`src/rtl/slc_pkg.sv`:
```
package slc_pkg;
   typedef enum logic [1:0] {
      ST_IDLE = 2'd0,
      ST_LOAD = 2'd1,
      ST_PROG = 2'd2
   } slc_state_e;
endpackage

```
`src/rtl/slc_strobe_filter.sv`:
```
module slc_strobe_filter #(
   parameter int SYNC = 2,
   parameter int FILT = 3
) (
   input  logic clk,
   input  logic rst_n,
   input  logic raw,
   output logic rise,
   output logic fall
);
   logic [SYNC-1:0] sh;
   logic            s;
   logic            level;

   always_ff @(posedge clk or negedge rst_n) begin
      if (!rst_n) sh <= '0;
      else        sh <= {sh[SYNC-2:0], raw};
   end
   assign s = sh[SYNC-1];

   generate
      if (FILT <= 1) begin : g_direct
         always_ff @(posedge clk or negedge rst_n) begin
            if (!rst_n) begin
               level <= 1'b0;
               rise  <= 1'b0;
               fall  <= 1'b0;
            end else begin
               level <= s;
               rise  <= s & ~level;
               fall  <= ~s & level;
            end
         end
      end else begin : g_count
         localparam int CW = $clog2(FILT);
         logic [CW-1:0] cnt;
         always_ff @(posedge clk or negedge rst_n) begin
            if (!rst_n) begin
               level <= 1'b0;
               rise  <= 1'b0;
               fall  <= 1'b0;
               cnt   <= '0;
            end else begin
               rise <= 1'b0;
               fall <= 1'b0;
               if (s == level) begin
                  cnt <= '0;
               end else if (cnt == CW'(FILT-1)) begin
                  level <= s;
                  rise  <= s;
                  fall  <= ~s;
                  cnt   <= '0;
               end else begin
                  cnt <= cnt + 1'b1;
               end
            end
         end
      end
   endgenerate
endmodule

```
`src/rtl/slc_tick_counter.sv`:
```
module slc_tick_counter #(
   parameter int W = 8
) (
   input  logic         clk,
   input  logic         rst_n,
   input  logic         clr,
   input  logic         en,
   output logic [W-1:0] cnt
);
   always_ff @(posedge clk or negedge rst_n) begin
      if (!rst_n)   cnt <= '0;
      else if (clr) cnt <= '0;
      else if (en)  cnt <= cnt + 1'b1;
   end
endmodule

```
`src/rtl/slc_page_buf.sv`:
```
module slc_page_buf #(
   parameter int AW = 8,
   parameter int DW = 8
) (
   input  logic          clk,
   input  logic          rst_n,
   input  logic          clr,
   input  logic          we,
   input  logic [AW-1:0] waddr,
   input  logic [DW-1:0] wdata,
   input  logic [AW-1:0] raddr,
   output logic [DW-1:0] rdata
);
   localparam int N = 1 << AW;

   logic [DW-1:0] mem [N];
   logic [N-1:0]  valid;

   always_ff @(posedge clk) begin
      if (we) mem[waddr] <= wdata;
   end

   always_ff @(posedge clk or negedge rst_n) begin
      if (!rst_n)   valid <= '0;
      else if (clr) valid <= '0;
      else if (we)  valid[waddr] <= 1'b1;
   end

   assign rdata = valid[raddr] ? mem[raddr] : {DW{1'b1}};
endmodule

```
`src/rtl/sector_load_ctrl.sv`:
```
module sector_load_ctrl
   import slc_pkg::*;
#(
   parameter int SEC_W       = 11,
   parameter int BYTE_W      = 8,
   parameter int DATA_W      = 8,
   parameter int SYNC_STAGES = 2,
   parameter int FILT_CYC    = 3,
   parameter int LOAD_GAP    = 40,
   parameter int PROG_CYC    = 300
) (
   input  logic                    clk,
   input  logic                    rst_n,
   input  logic                    tick,
   input  logic                    ce_n,
   input  logic                    we_n,
   input  logic [SEC_W-1:0]        wr_sec_addr,
   input  logic [BYTE_W-1:0]       wr_byte_addr,
   input  logic [DATA_W-1:0]       wr_data,
   output logic                    busy,
   output logic                    arr_we,
   output logic [SEC_W+BYTE_W-1:0] arr_addr,
   output logic [DATA_W-1:0]       arr_data
);
   localparam int NB     = 1 << BYTE_W;
   localparam int GAP_W  = $clog2(LOAD_GAP + 1);
   localparam int PRG_W  = $clog2(PROG_CYC + 1);

   generate
      if (SYNC_STAGES < 2) begin : g_bad_sync
         $error("SYNC_STAGES must be at least 2");
      end
      if (PROG_CYC <= NB) begin : g_bad_prog
         $error("PROG_CYC must exceed the number of bytes in a sector");
      end
      if (LOAD_GAP < 2) begin : g_bad_gap
         $error("LOAD_GAP must be at least 2");
      end
   endgenerate

   slc_state_e          st;
   logic [SEC_W-1:0]    sec_q;
   logic [BYTE_W-1:0]   byte_q;
   logic                acc;
   logic [BYTE_W-1:0]   wr_idx;
   logic                wr_act;
   logic                s_rise, s_fall;
   logic [GAP_W-1:0]    gap_cnt;
   logic [PRG_W-1:0]    prog_cnt;
   logic [DATA_W-1:0]   rd_byte;
   logic                sec_hit, take_rise, buf_we, gap_done, prog_done;

   slc_strobe_filter #(.SYNC(SYNC_STAGES), .FILT(FILT_CYC)) u_filt (
      .clk  (clk),
      .rst_n(rst_n),
      .raw  (~ce_n & ~we_n),
      .rise (s_rise),
      .fall (s_fall)
   );

   slc_tick_counter #(.W(GAP_W)) u_gap (
      .clk  (clk),
      .rst_n(rst_n),
      .clr  ((st != ST_LOAD) | acc),
      .en   (tick),
      .cnt  (gap_cnt)
   );

   slc_tick_counter #(.W(PRG_W)) u_prog (
      .clk  (clk),
      .rst_n(rst_n),
      .clr  (st != ST_PROG),
      .en   (tick),
      .cnt  (prog_cnt)
   );

   assign sec_hit   = (wr_sec_addr == sec_q);
   assign take_rise = s_rise & ~acc & sec_hit;
   assign buf_we    = (st == ST_LOAD) & s_fall & acc;
   assign gap_done  = (st == ST_LOAD) & ~acc & tick & ~take_rise &
                      (gap_cnt == GAP_W'(LOAD_GAP - 1));
   assign prog_done = (st == ST_PROG) & tick & (prog_cnt == PRG_W'(PROG_CYC - 1));

   slc_page_buf #(.AW(BYTE_W), .DW(DATA_W)) u_buf (
      .clk  (clk),
      .rst_n(rst_n),
      .clr  (prog_done),
      .we   (buf_we),
      .waddr(byte_q),
      .wdata(wr_data),
      .raddr(wr_idx),
      .rdata(rd_byte)
   );

   always_ff @(posedge clk or negedge rst_n) begin
      if (!rst_n) begin
         st     <= ST_IDLE;
         sec_q  <= '0;
         byte_q <= '0;
         acc    <= 1'b0;
         wr_idx <= '0;
         wr_act <= 1'b0;
      end else begin
         unique case (st)
            ST_IDLE: begin
               if (s_rise) begin
                  sec_q  <= wr_sec_addr;
                  byte_q <= wr_byte_addr;
                  acc    <= 1'b1;
                  st     <= ST_LOAD;
               end
            end
            ST_LOAD: begin
               if (take_rise) begin
                  byte_q <= wr_byte_addr;
                  acc    <= 1'b1;
               end else if (s_fall && acc) begin
                  acc <= 1'b0;
               end else if (gap_done) begin
                  st     <= ST_PROG;
                  wr_idx <= '0;
                  wr_act <= 1'b1;
               end
            end
            ST_PROG: begin
               if (wr_act) begin
                  wr_idx <= wr_idx + 1'b1;
                  if (wr_idx == BYTE_W'(NB - 1)) wr_act <= 1'b0;
               end
               if (prog_done) st <= ST_IDLE;
            end
            default: st <= ST_IDLE;
         endcase
      end
   end

   always_ff @(posedge clk or negedge rst_n) begin
      if (!rst_n) begin
         arr_we   <= 1'b0;
         arr_addr <= '0;
         arr_data <= '0;
      end else begin
         arr_we   <= wr_act;
         arr_addr <= {sec_q, wr_idx};
         arr_data <= rd_byte;
      end
   end

   assign busy = (st == ST_PROG);
endmodule

```
`config.mk`:
```
export PLATFORM = sky130hd
export DESIGN_NAME = sector_load_ctrl
export DESIGN_NICKNAME = d
export VERILOG_FILES = /design/src/rtl/slc_pkg.sv /design/src/rtl/slc_strobe_filter.sv /design/src/rtl/slc_tick_counter.sv /design/src/rtl/slc_page_buf.sv /design/src/rtl/sector_load_ctrl.sv
export SDC_FILE = /design/constraint.sdc
export NUM_CORES = 2
export LEC_CHECK = 0
export ABC_CLOCK_PERIOD_IN_PS = 2600
export BUFFER_PORTS_ARGS = -buffer_cell sky130_fd_sc_hd__buf_2
export CAP_MARGIN = 20
export CORE_MARGIN = 2
export CORE_UTILIZATION = 35
export CTS_CLUSTER_DIAMETER = 40
export DETAILED_ROUTE_END_ITERATION = 12
export HOLD_SLACK_MARGIN = 0.15
export SKIP_LAST_GASP = 1
export SLEW_MARGIN = 5
export SYNTH_ARGS = -nofsm -noshare
export SYNTH_HDL_FRONTEND = slang
export SYNTH_SLANG_ARGS = --single-unit
```
`constraint.sdc`:
```
create_clock -name clk -period 2.6 [get_ports clk]
set_input_delay 0.39 -clock clk [delete_from_list [all_inputs] [get_ports clk]]
set_output_delay 0.39 -clock clk [all_outputs]
set_load 0.005 [all_outputs]
```
==> impl_metrics.ini <==
[floorplanning]
start_util = 0.352
num_rows = 189
core-area_mm2 = 0.265
dieArea_mm2 = 0.271
ios = 61
dieWidth_um = 521
die_y_um = 521

[layout]
area_growth_pct = 26.4
drive_gt1_frac = 0.364
postLayoutCoreUtil = 0.445
layout.nets = 6109
final_area_mm2 = 0.118
fill_cells = 22698

[logic_synthesis]
synth_top_flop_cell = edfxtp_1
synth.cell_area_mm2 = 0.0934
syn_nets = 4961
yosysUniqueCellTypes = 74
synthTopCellsByArea = edfxtp_1 (66%), mux4_2 (13%), dfrtp_1 (9.0%)
synth-seq-cells = 2385
ys_async_sr_fraction = 0.141
synth_commonest_cells = edfxtp_1 (2,048), nor2_1 (771), mux4_2 (526), dfrtp_1 (337), mux2i_1 (179)
yosysWarningCount = 0
syn_inst = 4926
synth_top_area_frac = 0.658
synth_top_area_cell = edfxtp_1
synth-edff-count = 2048
yosysSeqAreaShare = 0.748
yosysMostFrequentCell = edfxtp_1
syn_avg_cell_area_um2 = 19.0

[setup_path]
slowest_delay_ns = 0.55
worst-setup-path-type = flop to flop
crit_required_ns = 3.43
cp-end-kind = flop
cp_common_cell = buf_8
slowest_stage = a311o_2
critPathArrivalTime_ns = 4.03
crit_chain = buf_8 -> buf_8 -> buf_16 -> buf_8 -> mux4_2 -> mux2i_1 -> o211ai_1 -> a311o_2 -> o311a_1 -> or3_1
path_max_fanout = 4
crit_path_start_kind = flop
critPathTopFamily = compound AO/OA/AOI/OAI gates
path_buf_inv = 4

[global_route]
antenna_found_initial = 12
grt_pass1_wl_um = 395000
grt_pass1_vias = 54160
globalRouteOverflowTotal = 0
grt_max_degree = 143
track_usage = 0.202

[clocking]
clk_latency_ns = 0.98
htreeDepth = 5
clk_pin_slew_ns = 0.06
cts_made_buffers = 345
cts_root_buffer = clkbuf_16
clock_sinks = 2385
tritoncts = yes
clock_path_buffers = 4

[placement]
dp_hpwl_um = 181000
place_ws_ns = -1.08
dpl-instance-area_mm2 = 0.105
gp_congestion = 0.942
numPortBuffers = 60

[route]
wirelength_um = 278000
drc = 0
drt_iter0_drc = 6310
antenna_left = 0
wl_per_cell_um = 28.2
drt-pass1-iter-count = 7
viasPerCell = 5.40
vias = 53382

[timing]
fmax_mhz = 313
setup_ws_ns = -0.599
fin_crit_ns = 3.20
tightest_slew_ns = 0.907
final-hold-violation-count = 0
setup_viol = 8
clock_skew_ns = 0.0849
slew_headroom = 0.394
setup_tns_ns = -4.07
grt_setup_unrepaired = true
period_share = 1.23
slew_violations = 0

[run]
drv_cap = 0

[run_status]
status = finished, violations left
violations = negative setup slack

[pwr]
cellLeakagePower_nw = 41.5
vdd_drop_max_uv = 475
power.density_mw_per_mm2 = 762

[min_path]
hp-class = input pin to async pin
==> power by group <==
group / leakage [nW] / internal (mW) / total (mW) / switching [mW]
Clock: 5.46 / 28.0 / 45.8 / 17.9
Combinational: 14.2 / 0.573 / 2.04 / 1.47
Sequential: 21.8 / 41.8 / 42.1 / 0.314
==> kinds of logic after synthesis <==
kind of cell / synth area share
flip-flops: 0.748
AND/OR/NAND/NOR: 0.0465
multiplexers: 0.152
AO/OA/AOI/OAI: 0.0317
buffers and inverters: 0.0182
XOR/XNOR: 0.00262
adder cells (fa/ha/maj): 0.000402
==> registers in the layout, indices dropped and copies added, names as in the netlist <==
| name | cells |
|---|---|
| u_prog.cnt | 9 |
| wr_act | 1 |
| u_filt.fall | 1 |
| u_buf.mem | 2048 |
| arr_addr | 19 |
| arr_we | 1 |
| sec_q | 11 |
| u_buf.valid | 256 |
| wr_idx | 8 |
| byte_q | 8 |
| acc | 1 |
| u_filt.sh | 2 |
| u_filt.rise | 1 |
| st | 2 |
| arr_data | 8 |
| u_filt.level | 1 |
| u_filt.g_count.cnt | 2 |
| u_gap.cnt | 6 |
==> worst min-delay path: stages <==
cell           delay (ns)
dlygate4sd3_1        0.60
buf_8                0.26
buf_12               0.26
==> final timing paths <==
check | startpoint | to | slack, ns | cells past startpoint
worst max-delay path | wr_idx[0] | arr_data[7] | -0.60 | 10
worst min-delay path | rst_n | u_filt.sh[1] | 0.18 | 3
worst max register to register | wr_idx[0] | arr_data[7] | -0.60 | 10
worst min register to register | u_filt.sh[0] | u_filt.sh[1] | 0.37 | 0
max in group asynchronous | rst_n | u_buf.valid[139] | 1.88 | 3
min in group clk | wr_byte_addr[6] | byte_q[6] | 0.20 | 3
==> stage by stage <==
step | instances | total power [mW] | hold slack [ns]
global placement | 9162 | 44.8 | 0.333
global route | 9882 | 92.3 | 0.188
floorplan | 4926 | 43.4 | 0.0944
detailed placement | 9162 | 44.9 | 0.350
finish | 9886 | 90.0 | 0.179
CTS | 9846 | 90.5 | 0.165
==> what timing repair did <==
item / 4_1_cts / 5_1_grt
resized for setup: 81 / 80
buffers inserted: 29 / 32
endpoints found under the hold margin: 768 / 0
hold buffers: 33 / 0
cloned: 4 / 2
pin swaps: 16 / 26
endpoints found under the setup margin: 9 / 9
==> final cells by class <==
type,instances,area (µm²),share of cell area
Tap cell,3533,4420,0.0374
Timing Repair Buffer,1085,10000,0.0847
Sequential cell,2385,70000,0.592
Antenna cell,7,17.5,0.000148
Multi-Input combinational cell,2249,22300,0.189
Clock inverter,227,2390,0.0202
Inverter,8,35.0,0.000297
Clock buffer,392,8970,0.0759
==> cells in the final DEF, fill, tap and decap left out, types with 30 or more instances in the layout <==
cell and instances:
edfxtp_1 2048, buf_4 838, nor2_1 769, mux4_2 532, clkbuf_16 352, dfrtp_1 330
mux2i_1 173, nand2_1 138, buf_12 114, a22oi_1 72, a21oi_1 64, inv_6 58
buf_2 51, o21ai_0 39, clkinvlp_4 37, clkbuf_1 37, clkinv_4 36, dlygate4sd3_1 32
nand3_1 31, mux2_2 30, o21ba_2 30
==> metal layers <==
metal  track usage  share of wire
met3        0.0426          0.086
met2         0.320           0.47
met4        0.0951          0.049
met5             0       0.000086
met1         0.268           0.39
Power figures use the tool's default switching activity.
